`config.mk`:
```
export PLATFORM = sky130hd
export DESIGN_NAME = bank_rowbuf_seq
export DESIGN_NICKNAME = d
export VERILOG_FILES = /design/src/rtl/bank_seq_pkg.sv /design/src/rtl/bank_gap_timer.sv /design/src/rtl/bank_row_match.sv /design/src/rtl/bank_rowbuf_seq.sv
export SDC_FILE = /design/constraint.sdc
export NUM_CORES = 1
export LEC_CHECK = 0
export BUFFER_PORTS_ARGS = -buffer_cell sky130_fd_sc_hd__buf_2
export CAP_MARGIN = 40
export CORE_MARGIN = 3
export CORE_UTILIZATION = 50
export DETAILED_ROUTE_END_ITERATION = 8
export MAX_ROUTING_LAYER = met4
export PLACE_DENSITY = 0.77
export SETUP_SLACK_MARGIN = 0.02
export SYNTH_ARGS = -nofsm -noshare
export SYNTH_HDL_FRONTEND = slang
export SYNTH_SLANG_ARGS = --single-unit
```
`constraint.sdc`:
```
create_clock -name clk -period 2.6 [get_ports clk]
set_input_delay 0.52 -clock clk [delete_from_list [all_inputs] [get_ports clk]]
set_output_delay 0.52 -clock clk [all_outputs]
set_load 0.02 [all_outputs]
```
`src/rtl/bank_seq_pkg.sv`:
```
package bank_seq_pkg;

    typedef enum logic [2:0] {
        CMD_NOP = 3'd0,
        CMD_ACT = 3'd1,
        CMD_RD  = 3'd2,
        CMD_WR  = 3'd3,
        CMD_PRE = 3'd4
    } bank_cmd_e;

    typedef enum logic [1:0] {
        ACC_NONE     = 2'd0,
        ACC_HIT      = 2'd1,
        ACC_EMPTY    = 2'd2,
        ACC_CONFLICT = 2'd3
    } acc_kind_e;

    typedef enum logic [2:0] {
        ST_IDLE,
        ST_PRE,
        ST_ACT,
        ST_COL,
        ST_CPRE
    } seq_state_e;

    // Indices into the gap-timer vector.
    localparam int TMR_RCD = 0;
    localparam int TMR_RP  = 1;
    localparam int TMR_RC  = 2;
    localparam int TMR_WTR = 3;
    localparam int TMR_N   = 4;

endpackage

```
`src/rtl/bank_gap_timer.sv`:
```
module bank_gap_timer #(
    parameter int GAP = 2
) (
    input  logic clk,
    input  logic rst_n,
    input  logic start,
    output logic done
);
    localparam int W = (GAP > 1) ? $clog2(GAP) : 1;
    localparam logic [W-1:0] LOAD = W'(GAP - 1);

    logic [W-1:0] cnt_d, cnt_q;

    always_comb begin
        if (start)
            cnt_d = LOAD;
        else if (cnt_q != '0)
            cnt_d = cnt_q - 1'b1;
        else
            cnt_d = cnt_q;
    end

    always_ff @(posedge clk) begin
        if (!rst_n)
            cnt_q <= '0;
        else
            cnt_q <= cnt_d;
    end

    assign done = (cnt_q == '0);

    AST_TMR_HOLDS_AFTER_START: assert property (@(posedge clk) disable iff (!rst_n)
        start |=> ((GAP == 1) || !done));

endmodule

```
`src/rtl/bank_row_match.sv`:
```
module bank_row_match
    import bank_seq_pkg::*;
#(
    parameter int ROW_W = 4
) (
    input  logic             is_open,
    input  logic [ROW_W-1:0] open_row,
    input  logic [ROW_W-1:0] want_row,
    output acc_kind_e        kind
);
    always_comb begin
        if (!is_open)
            kind = ACC_EMPTY;
        else if (open_row == want_row)
            kind = ACC_HIT;
        else
            kind = ACC_CONFLICT;
    end
endmodule

```
`src/rtl/bank_rowbuf_seq.sv`:
```
module bank_rowbuf_seq
    import bank_seq_pkg::*;
#(
    parameter int ROW_W    = 4,
    parameter int COL_W    = 3,
    parameter int T_RCD    = 2,
    parameter int T_RP     = 2,
    parameter int T_RC     = 7,
    parameter int T_WTR    = 4,
    parameter int OPEN_ROW = 1
) (
    input  logic             clk,
    input  logic             rst_n,
    input  logic             req_valid,
    output logic             req_ready,
    input  logic             req_write,
    input  logic [ROW_W-1:0] req_row,
    input  logic [COL_W-1:0] req_col,
    input  logic             keep_row,
    output logic [2:0]       cmd_code,
    output logic [ROW_W-1:0] cmd_row,
    output logic [COL_W-1:0] cmd_col,
    output logic [1:0]       acc_kind
);
    localparam int GAPS [TMR_N] = '{T_RCD, T_RP, T_RC, T_WTR};

    typedef struct packed {
        seq_state_e       st;
        logic             open;
        logic [ROW_W-1:0] row;
        logic [ROW_W-1:0] p_row;
        logic [COL_W-1:0] p_col;
        logic             p_wr;
    } bank_regs_t;

    bank_regs_t r_d, r_q;
    bank_cmd_e  cmd;
    acc_kind_e  match_kind;
    logic [TMR_N-1:0] tmr_start, tmr_done;
    logic close_after;
    logic accept;

    bank_row_match #(.ROW_W(ROW_W)) u_match (
        .is_open (r_q.open),
        .open_row(r_q.row),
        .want_row(req_row),
        .kind    (match_kind)
    );

    for (genvar g = 0; g < TMR_N; g++) begin : g_tmr
        bank_gap_timer #(.GAP(GAPS[g])) u_tmr (
            .clk  (clk),
            .rst_n(rst_n),
            .start(tmr_start[g]),
            .done (tmr_done[g])
        );
    end

    // Policy choice: whether the row is closed after a column command.
    if (OPEN_ROW != 0) begin : g_open_policy
        assign close_after = keep_row & 1'b0;
    end else begin : g_closed_policy
        assign close_after = !keep_row;
    end

    always_comb begin
        r_d       = r_q;
        cmd       = CMD_NOP;
        tmr_start = '0;
        req_ready = (r_q.st == ST_IDLE);
        accept    = req_valid && req_ready;
        acc_kind  = accept ? match_kind : ACC_NONE;
        cmd_row   = r_q.p_row;
        cmd_col   = r_q.p_col;

        unique case (r_q.st)
            ST_IDLE: begin
                if (accept) begin
                    r_d.p_row = req_row;
                    r_d.p_col = req_col;
                    r_d.p_wr  = req_write;
                    unique case (match_kind)
                        ACC_HIT:   r_d.st = ST_COL;
                        ACC_EMPTY: r_d.st = ST_ACT;
                        default:   r_d.st = ST_PRE;
                    endcase
                end
            end
            ST_PRE: begin
                cmd                = CMD_PRE;
                cmd_row            = r_q.row;
                r_d.open           = 1'b0;
                tmr_start[TMR_RP]  = 1'b1;
                r_d.st             = ST_ACT;
            end
            ST_ACT: begin
                if (tmr_done[TMR_RP] && tmr_done[TMR_RC]) begin
                    cmd                = CMD_ACT;
                    r_d.open           = 1'b1;
                    r_d.row            = r_q.p_row;
                    tmr_start[TMR_RCD] = 1'b1;
                    tmr_start[TMR_RC]  = 1'b1;
                    r_d.st             = ST_COL;
                end
            end
            ST_COL: begin
                if (tmr_done[TMR_RCD] && (r_q.p_wr || tmr_done[TMR_WTR])) begin
                    cmd                = r_q.p_wr ? CMD_WR : CMD_RD;
                    tmr_start[TMR_WTR] = r_q.p_wr;
                    r_d.st             = close_after ? ST_CPRE : ST_IDLE;
                end
            end
            ST_CPRE: begin
                cmd               = CMD_PRE;
                cmd_row           = r_q.row;
                r_d.open          = 1'b0;
                tmr_start[TMR_RP] = 1'b1;
                r_d.st            = ST_IDLE;
            end
            default: r_d.st = ST_IDLE;
        endcase
    end

    always_ff @(posedge clk) begin
        if (!rst_n) begin
            r_q.st    <= ST_IDLE;
            r_q.open  <= 1'b0;
            r_q.row   <= '0;
            r_q.p_row <= '0;
            r_q.p_col <= '0;
            r_q.p_wr  <= 1'b0;
        end else begin
            r_q <= r_d;
        end
    end

    assign cmd_code = cmd;

    // ---------------------------------------------------------------
    // Checker: cycles elapsed since the last command of each kind.
    // ---------------------------------------------------------------
    localparam int GM1  = (T_RC > T_WTR) ? T_RC : T_WTR;
    localparam int GM2  = (T_RCD > T_RP) ? T_RCD : T_RP;
    localparam int GMAX = (GM1 > GM2) ? GM1 : GM2;
    localparam int SW   = $clog2(GMAX + 1) + 1;
    localparam logic [SW-1:0] SAT = SW'(GMAX);

    logic [SW-1:0] since_act, since_pre, since_wr;
    logic is_col;
    assign is_col = (cmd == CMD_RD) || (cmd == CMD_WR);

    always_ff @(posedge clk) begin
        if (!rst_n) begin
            since_act <= SAT;
            since_pre <= SAT;
            since_wr  <= SAT;
        end else begin
            if (cmd == CMD_ACT)       since_act <= SW'(1);
            else if (since_act < SAT) since_act <= since_act + 1'b1;
            if (cmd == CMD_PRE)       since_pre <= SW'(1);
            else if (since_pre < SAT) since_pre <= since_pre + 1'b1;
            if (cmd == CMD_WR)        since_wr  <= SW'(1);
            else if (since_wr < SAT)  since_wr  <= since_wr + 1'b1;
        end
    end

    AST_ACT_SPACING: assert property (@(posedge clk) disable iff (!rst_n)
        (cmd == CMD_ACT) |-> (since_act >= SW'(T_RC)));
    AST_RD_AFTER_WR: assert property (@(posedge clk) disable iff (!rst_n)
        (cmd == CMD_RD) |-> (since_wr >= SW'(T_WTR)));
    AST_COL_AFTER_ACT: assert property (@(posedge clk) disable iff (!rst_n)
        is_col |-> (since_act >= SW'(T_RCD)));
    AST_ACT_AFTER_PRE: assert property (@(posedge clk) disable iff (!rst_n)
        (cmd == CMD_ACT) |-> (since_pre >= SW'(T_RP)));
    AST_BUSY_NOT_READY: assert property (@(posedge clk) disable iff (!rst_n)
        (cmd != CMD_NOP) |-> !req_ready);
    AST_HIT_NO_ROWCMD: assert property (@(posedge clk) disable iff (!rst_n)
        (acc_kind == ACC_HIT) |=> (cmd != CMD_ACT && cmd != CMD_PRE));
    AST_CONFLICT_PRE_FIRST: assert property (@(posedge clk) disable iff (!rst_n)
        (acc_kind == ACC_CONFLICT) |=> (cmd == CMD_PRE));

endmodule

```
==> results of run 1 <==
==> stage by stage <==
step	cell area, um2	worst slack (ns)	cells	hold WS [ns]
after floorplan	1140	0.345	133	0.437
after global placement	1240	0.545	175	0.440
after detailed placement	1240	0.489	175	0.449
after CTS	1270	0.246	178	0.439
after global routing	1270	0.0245	178	0.450
final	1270	0.261	178	0.447
==> layout make-up <==
cell class / instances / area share, %
Multi-Input combinational cell: 93 / 48.2
Timing Repair Buffer: 25 / 10.3
Clock buffer: 3 / 1.78
Tap cell: 27 / 2.67
Inverter: 8 / 2.37
Sequential cell: 22 / 34.7
==> where the power goes <==
group          switching [uW]  total, uW  internal, uW
Sequential               65.0        490           425
Combinational             389        663           274
Clock                    92.7        147          53.9
==> kinds of logic (layout without fill, tap and decap cells) <==
logic type,after synthesis,in the layout,synth area share (%)
simple gates,46,46,19.9
buf+inv,18,36,7.59
xor+xnor,6,6,4.62
mux,7,7,6.71
fa+ha+maj,9,9,9.90
compound gates,25,25,12.5
flops,22,22,38.7
==> worst register-to-register path, delay by kind of cell (launching register included) <==
family	cells	cell delay, ns
AO/OA/AOI/OAI	2	0.59
AND/OR/NAND/NOR	3	0.71
adder cells (fa/ha/maj)	1	0.36
flip-flops	1	0.34
==> flip-flops by register name, indices dropped and copies added, names as in the netlist <==
register           flops
r_q                   12
g_tmr.u_tmr.cnt_q      7
cmd_col                3
==> cells in the final DEF, fill, tap and decap left out, types with 3 or more instances in the layout <==
master | Yosys | final
nand2_1 | 27 | 27
buf_2 | 0 | 23
dfxtp_1 | 22 | 22
a21oi_1 | 18 | 18
ha_1 | 9 | 9
inv_1 | 8 | 8
xor2_1 | 6 | 6
mux2_2 | 5 | 5
nor2_1 | 5 | 5
clkbuf_4 | 0 | 3
==> worst max path at each step <==
stage	from	to	slack [ns]	cells after the start
2_1_floorplan	r_q[13]	cmd_code[1]	0.34	4
3_3_place_gp	req_row[1]	acc_kind[1]	0.54	5
6_report	r_q[14]	acc_kind[1]	0.26	5
3_5_place_dp	req_row[1]	acc_kind[1]	0.49	5
5_1_grt	r_q[14]	acc_kind[1]	0.02	5
4_1_cts	r_q[14]	acc_kind[1]	0.25	5
==> routing by layer <==
layer	vias up	global-route usage [%]	part of all wire (%)
met5	-	-	0
met4	0	9.79	1.1
met2	18	30.0	49
li1	475	-	-
met3	4	3.60	3.8
met1	438	21.6	46
==> results.md, run 1 <==
- Outcome: finished clean
- Top cell type's share of synthesized area: 38.7%
- H-tree depth: 1
- MaxCap Viol Count: 0
- Gr ovfl total: 0
- Syn_nets: 154
- Number of global-route vias before repair: 900
- Post-synthesis sequential area ratio: 38.7%
- Final Skew: 0.00562 ns
- Post-synthesis cell area: 1140 um2
- Initial core utilization: 55.2%
- CP top delay family: flip-flops
- Cts bufs inserted: 3
- PwrDens: 1030 nW/um2
- Slowest CP cell: dfxtp_1
- Worst setup SP type: flop
- # setup viols final: 0
- Post-CTS Setup Inserts: 0
- Core footprint: 2060 um2
- Hold_buf cts: 0
- Wire length per cell: 12.3 um
- FF-to-FF path depth: 6
- Post-synth cell types: 29
- Top-count cell post-synth: nand2_1
- FF+latch area: 440 um2
- CTS clk-pin slew, worst paths: 0.11 ns
- Root buf cell: clkbuf_4
- Vias: 935
- Die X-Extent: 53.7 um
- First drt pass iteration count: 4
- Placed wire-length estimate: 1.67 mm
- Final WL: 2.19 mm
- End of the worst register-to-register path: r_q[14]
- Asr flop ratio synth: 0%
- Achievable Freq: 427 MHz
- RSZ-0062 raised after global routing: no
- Pleak: 0.000588 uW
- Critical-path cell list: inv_1 -> ha_1 -> nand2_1 -> a21oi_1 -> buf_2
- Setup CP Type: flop to output pin
- Max-slew violation count: 0
- Clock sinks: 22
- Reg2reg setup slack: 0.53 ns
- Cell count of the worst hold path: 3
- WHS Endpoint: cmd_col[0]
- Final Hold Viols: 0
- Die height: 53.7 um
- Number of nets with antenna violations after routing: 0
- Commonest cells post-synth: 27 x nand2_1, 22 x dfxtp_1, 18 x a21oi_1
- Synth warn: 0
- CTS tree: yes
- Die area: 2880 um2
- Cell taking the most area after synthesis: dfxtp_1
- Worst r2r src: g_tmr[2].u_tmr.cnt_q[0]
- I/O pin total: 25
- Fin crit period: 2.34 ns
- Clock Latency Late Sink: 0.30 ns
- Final Util: 61.5%
- Post-Synthesis Cells: 133
- Gpl congestion: 0.799
- Worst slew margin: 66.1%
- # rows: 16
- Diodes inserted: 0
- Synth Flop Type: dfxtp_1
- Nets: 174
- Hold Startpoint: req_col[0]
- Slew at the pin with the worst max-slew slack: 0.503 ns
- Arrival @ worst endpoint: 1.82 ns
- Mapped Avg Cell Area: 8.55 um2
- Number of vias per cell: 5.25
- Tot GR Track Use: 18.6%
- Tot Pwr: 1300 uW
- First-pass GRT wire length: 3.74 mm
- CTS Buffer Depth: 2
- Top post-synthesis cells by area: dfxtp_1 39%, ha_1 9.9%, nand2_1 8.9%
- Remaining DRCs: 0
- DR iter-0 viols: 14
- Area Growth Syn to Fin: 11.4%
- Max incr delay on CP: 0.36 ns
- Buf/Inv on CP: 2
- FILL cells: 191
- EDFF count, synth: 0
- Largest net degree at the start of global routing: 21
- Initial antenna violation count: 0
- Max IR drop VDD: 0.000567 V
- Critical path endpoint category: output pin
- Multi-input gate area: 611 um2
- Required @ worst endpoint: 2.08 ns
- Post-cts resize count: 0
- Layout cell share with drive strength beyond 1: 22.5%
- CP max FO: 9
- Setup TNS: 0 ns
- Worst hold path class: input pin to flop
- IO Port Bufs: 23
- Synthesis-stage register bit count: 22
- Period utilization: 90.0%
(Power assumes the default switching activity.)
==> run 2: changes to the inputs <==
PLACE_DENSITY = 0.72   (was 0.77)
==> results.md, run 2 (same netlist as run 1, synthesis figures left out) <==
- Outcome: finished clean
- FF+latch area: 440 um2 (unchanged)
- CTS tree: yes
- Max-slew violation count: 0 (unchanged)
- Final Util: 62.6% (+1.1 points)
- Largest net degree at the start of global routing: 22 (+4.8%)
- Initial antenna violation count: 0 (unchanged)
- Tot Pwr: 1410 uW (+8.6%)
- Gr ovfl total: 0 (unchanged)
- CP max FO: 9 (unchanged)
- Number of vias per cell: 5.20 (-1.1%)
- Remaining DRCs: 0 (unchanged)
- # rows: 16 (unchanged)
- Gpl congestion: 0.825 (+3.2%)
- DR iter-0 viols: 21 (+7)
- Diodes inserted: 0 (unchanged)
- NetSw: 557 uW (+1.9%)
- Post-CTS Setup Inserts: 0 (unchanged)
- Commonest non-fill, non-tap cells in the layout: 27 x nand2_1, 23 x buf_2, 22 x dfxtp_1
- Max IR drop VDD: 0.000532 V (-6.3%)
- FILL cells: 181 (-5.2%)
- Required @ worst endpoint: 2.08 ns (about the same)
- Achievable Freq: 427 MHz (-0.17%)
- Critical path endpoint category: output pin
- Max FFs per register: 12 (unchanged)
- Final Hold Viols: 0 (unchanged)
- Die height: 53.7 um (unchanged)
- Clock sinks: 22 (unchanged)
- Nets: 173 (-0.57%)
- First-pass GRT wire length: 3.62 mm (-3.3%)
- Slew at the pin with the worst max-slew slack: 0.665 ns (+0.161 ns)
- Worst setup SP type: flop
- CTS clk-pin slew, worst paths: 0.12 ns (about the same)
- Die area: 2880 um2 (unchanged)
- Arrival @ worst endpoint: 1.82 ns (about the same)
- Period utilization: 90.1% (+0.15 points)
- H-tree depth: 1 (unchanged)
- Placed wire-length estimate: 1.62 mm (-3.0%)
- # setup viols final: 0 (unchanged)
- Commonest non-fill, non-tap cell in the layout: nand2_1
- Hold_buf cts: 0 (unchanged)
- CTS Buffer Depth: 2 (unchanged)
- Clk pwr share: 18.0% (+6.7 points)
- Worst hold path class: input pin to flop
- RSZ-0062 raised after global routing: no
- Worst setup margin: 0.257 ns (-0.00394 ns)
- Register share of total power: 34.9% (-2.8 points)
- Root buf cell: clkbuf_4
- Post-cts resize count: 0 (unchanged)
- Clock Latency Late Sink: 0.30 ns (about the same)
- Pleak: 0.000597 uW (+1.6%)
- DP Area: 1240 um2 (-0.60%)
- Sw frac: 39.5% (-2.6 points)
- Fin crit period: 2.34 ns (+0.00394 ns)
- Worst slew margin: 55.7% (-10 points)
- I/O pin total: 25 (unchanged)
- IO Port Bufs: 23 (unchanged)
- Largest register by flop count: r_q
- Multi-input gate area: 611 um2 (unchanged)
- Wire length per cell: 12.1 um (-1.7%)
- Area Growth Syn to Fin: 13.4%
- Setup CP Type: flop to output pin
- Core footprint: 2060 um2 (unchanged)
- MaxCap Viol Count: 0 (unchanged)
- Worst slack at placement: 0.493 ns (+0.00340 ns)
- Final WL: 2.16 mm (-1.7%)
- Cts bufs inserted: 3 (unchanged)
- Setup TNS: 0 ns (unchanged)
- Final Skew: 0.0118 ns (+0.00615 ns)
- First drt pass iteration count: 4 (unchanged)
- Number of global-route vias before repair: 859 (-4.6%)
- Die X-Extent: 53.7 um (unchanged)
- Finished Cell Area: 1290 um2 (+1.8%)
- Layout cell share with drive strength beyond 1: 22.5% (unchanged)
- Internal power: 854 uW (+13%)
- Tot GR Track Use: 17.5% (-1.1 points)
- Number of nets with antenna violations after routing: 0 (unchanged)
- Logic pwr share: 47.1% (-3.9 points)
- Initial core utilization: 55.2% (unchanged)
- PwrDens: 1090 nW/um2 (+6.7%)
- Vias: 925 (-1.1%)
[run 2: cell types whose count changed in the layout (fill, tap and decap cells not counted), sizes merged]
cell and delta:
bufinv +1, buf -1
[run 2: final cells by class]
class	count	area share (%)
clock inverters	1	2.33
clock buffers	3	1.75
inverters	8	2.33
well taps	27	2.62
multi-input cells	93	47.3
repair buffers	24	9.51
flip-flops and latches	22	34.1
[run 2: critical path, cell delays in order (launching register included)]
cell and delay, ns:
dfxtp_1 0.37, inv_1 0.15, ha_1 0.33, nand2_1 0.27, a21oi_1 0.22, buf_2 0.19
[run 2: power by group through the flow]
stage / clock network, uW / registers, uW / logic, uW
2_1_floorplan: 0 / 482 / 559
3_3_place_gp: 0 / 491 / 647
3_5_place_dp: 0 / 499 / 665
4_1_cts: 260 / 491 / 670
5_1_grt: 273 / 503 / 742
6_report: 254 / 492 / 665
[run 2: path summary, 6_finish.rpt]
path	from	slack, ns	to	depth (start not counted)
max reg2reg	g_tmr[2].u_tmr.cnt_q[0]	0.54	r_q[14]	6
min	req_col[2]	0.44	cmd_col[2]	3
min reg2reg	cmd_col[1]	0.47	cmd_col[1]	2
max	r_q[14]	0.26	acc_kind[1]	5
[run 2: per-layer routing]
layer	routed length, um	GRT usage (%)
met1	999	22.3
met3	140	3.32
met2	1000	28.0
met4	14	5.11
met5	0	-
[run 2: per-stage QoR]
step / hold WS, ns / instances
floorplan: 0.437 / 133
global placement: 0.440 / 174
detailed placement: 0.447 / 174
CTS: 0.430 / 178
global route: 0.423 / 178
finish: 0.436 / 178
==> run 3: changes to the inputs <==
ABC_AREA = 1   (was not set)
==> results.md, run 3 <==
- Largest net degree at the start of global routing: 14 (-36%)
- Hold_buf cts: 0 (unchanged)
- Asr flop ratio synth: 0% (unchanged)
- RSZ-0062 raised after global routing: no
- Pleak: 0.000637 uW (+6.6%)
- # setup viols final: 0 (unchanged)
- Finished Cell Area: 1270 um2 (-1.5%)
- Post-synthesis simple-gate area fraction: 19.5% (-0.38 points)
- Area Growth Syn to Fin: 12.8%
- IO Port Bufs: 23 (unchanged)
- Nets: 201 (+16%)
- Required @ worst endpoint: 2.08 ns (about the same)
- Clock Latency Late Sink: 0.30 ns (about the same)
- Core footprint: 2040 um2 (-0.97%)
- Post-synthesis sequential area ratio: 39.1% (+0.34 points)
- Post-synthesis cell area: 1130 um2 (-0.88%)
- Diodes inserted: 0 (unchanged)
- Arrival @ worst endpoint: 1.73 ns (-0.09 ns)
- Slew at the pin with the worst max-slew slack: 0.380 ns (-0.285 ns)
- Number of vias per cell: 4.93 (-5.2%)
- Cell taking the most area after synthesis: dfxtp_1
- Compound-Gate Fraction of Synth Area: 17.9% (+5.3 points)
- Clock sinks: 22 (unchanged)
- Synth Area in Adders: 9.99% (+0.088 points)
- Final Hold Viols: 0 (unchanged)
- Post-Synthesis Cells: 157 (+18%)
- EDFF count, synth: 0 (unchanged)
- Vias: 1010 (+9.2%)
- CTS clk-pin slew, worst paths: 0.12 ns (about the same)
- Top post-synthesis cells by area: dfxtp_1 39%, nand2_1 11%, ha_1 10%
- First drt pass iteration count: 4 (unchanged)
- Main combinational cell family by area after synthesis: simple AND/OR/NAND/NOR gates
- Top cell type's share of synthesized area: 39.1% (+0.34 points)
- Mux contribution to synthesized area: 0% (-6.7 points)
- Reg2reg setup slack: 1.09 ns (+0.55 ns)
- Root buf cell: clkbuf_4
- Max FFs per register: 12 (unchanged)
- Period utilization: 86.6% (-3.5 points)
- Layout cell share with drive strength beyond 1: 19.1% (-3.4 points)
- Final WL: 2.24 mm (+4.0%)
- Number of nets with antenna violations after routing: 0 (unchanged)
- Post-CTS Setup Inserts: 0 (unchanged)
- Commonest non-fill, non-tap cells in the layout: 32 x nand2_1, 28 x inv_1, 23 x buf_2
- Initial antenna violation count: 0 (unchanged)
- Max IR drop VDD: 0.000580 V (+9.1%)
- DR iter-0 viols: 14 (-33%)
- CTS Buffer Depth: 2 (unchanged)
- GR Layer Usage met2: 30.6% (+2.6 points)
- DP Area: 1250 um2 (+0.91%)
- Fin crit period: 2.25 ns (-0.0905 ns)
- # rows: 16 (unchanged)
- Setup TNS: 0 ns (unchanged)
- Mapped Avg Cell Area: 7.18 um2 (-16%)
- Syn_nets: 178 (+16%)
- Max-slew violation count: 0 (unchanged)
- Tot GR Track Use: 18.8% (+1.2 points)
- Final Skew: 0.00171 ns (-0.0101 ns)
- Initial core utilization: 55.2% (about the same)
- Cts bufs inserted: 3 (unchanged)
- Top-count cell post-synth: nand2_1
- Die X-Extent: 53.5 um (-0.39%)
- Gr ovfl total: 0 (unchanged)
- Met1 GRT Util: 22.1% (-0.23 points)
- Commonest non-fill, non-tap cell in the layout: nand2_1
- Critical path endpoint category: output pin
- Final Util: 62.3% (-0.31 points)
- Gpl congestion: 0.804 (-2.6%)
- Largest register by flop count: r_q
- Commonest cells post-synth: 32 x nand2_1, 28 x inv_1, 22 x dfxtp_1
- Placed wire-length estimate: 1.74 mm (+7.2%)
- Worst setup SP type: flop
- Synth Area in XOR/XNOR: 0.777% (-3.8 points)
- Synth Flop Type: dfxtp_1
- PwrDens: 997 nW/um2 (-8.9%)
- Remaining DRCs: 0 (unchanged)
- Number of global-route vias before repair: 935 (+8.8%)
- I/O pin total: 25 (unchanged)
- Worst hold path class: input pin to flop
- Synthesis-stage register bit count: 22 (unchanged)
- MaxCap Viol Count: 0 (unchanged)
- CTS tree: yes
- First-pass GRT wire length: 3.81 mm (+5.3%)
- Outcome: finished clean
- Die height: 53.5 um (-0.39%)
- Setup CP Type: flop to output pin
- Post-cts resize count: 0 (unchanged)
- GR peak layer: met2
- H-tree depth: 1 (unchanged)
- Die area: 2860 um2 (-0.78%)
- Grt met3 use: 3.10% (-0.23 points)
- Post-synth cell types: 23 (-21%)
- CP max FO: 7 (-2)
- Wire length per cell: 10.9 um (-9.7%)
- Worst slew margin: 74.7% (+19 points)
- Synth warn: 0 (unchanged)
- Achievable Freq: 444 MHz (+4.0%)
[run 3: changes by cell type after synthesis, moves of 7 or more]
cell | before | now
o21ai_0 | 1 | 17
inv_1 | 8 | 28
nor2_1 | 5 | 16
a21oi_1 | 18 | 11
[run 3: path summary, 6_finish.rpt]
kind	from	to	cells after the start
worst max-delay path	g_tmr[2].u_tmr.cnt_q[0]	cmd_code[0]	7
worst min-delay path	req_write	r_q[0]	3
worst max register to register	g_tmr[2].u_tmr.cnt_q[0]	r_q[14]	8
worst min register to register	cmd_col[2]	cmd_col[2]	2
[run 3: worst max-delay path: stages (launching register included)]
cell,delay (ns)
dfxtp_1,0.34
nor2_1,0.19
ha_1,0.25
inv_2,0.07
nor2_1,0.11
nand2_2,0.13
a21oi_1,0.16
buf_2,0.18
[run 3: cell families after synthesis]
logic type | count (synthesis)
AND/OR/NAND/NOR | 54
AO/OA/AOI/OAI | 36
XOR/XNOR | 1
adder cells (fa/ha/maj) | 9
buffers and inverters | 35
flip-flops | 22
[run 3: power breakdown]
part | total (uW) | internal [uW] | leakage [uW] | switching, uW
clock network | 150 | 53.9 | 0.0000138 | 96.4
logic | 630 | 224 | 0.000442 | 405
registers | 487 | 432 | 0.000181 | 55.4
[run 3: final cells by class]
class                      count  area, um2
fill                         204        771
multi-input combinational    100        543
sequential                    22        440
timing repair buffer          24        123
inverter                      29        109
tap                           27       33.8
clock buffer                   3       22.5
[run 3: per-layer routing]
| layer | vias up | wire length, um | part of all wire (%) |
|---|---|---|---|
| met5 | - | 0 | 0 |
| met4 | 0 | 31 | 1.4 |
| met3 | 4 | 100 | 4.5 |
| met2 | 22 | 1060 | 47 |
| met1 | 456 | 1050 | 47 |
| li1 | 528 | - | - |
[run 3: through the flow]
stage / worst slack (ns) / cells / hold WS, ns / power (uW)
finish: 0.347 / 205 / 0.476 / 1270
detailed placement: 0.707 / 202 / 0.468 / 1130
floorplan: 0.721 / 157 / 0.445 / 984
CTS: 0.348 / 205 / 0.460 / 1280
global route: 0.168 / 205 / 0.475 / 1400
global placement: 0.735 / 202 / 0.452 / 1100
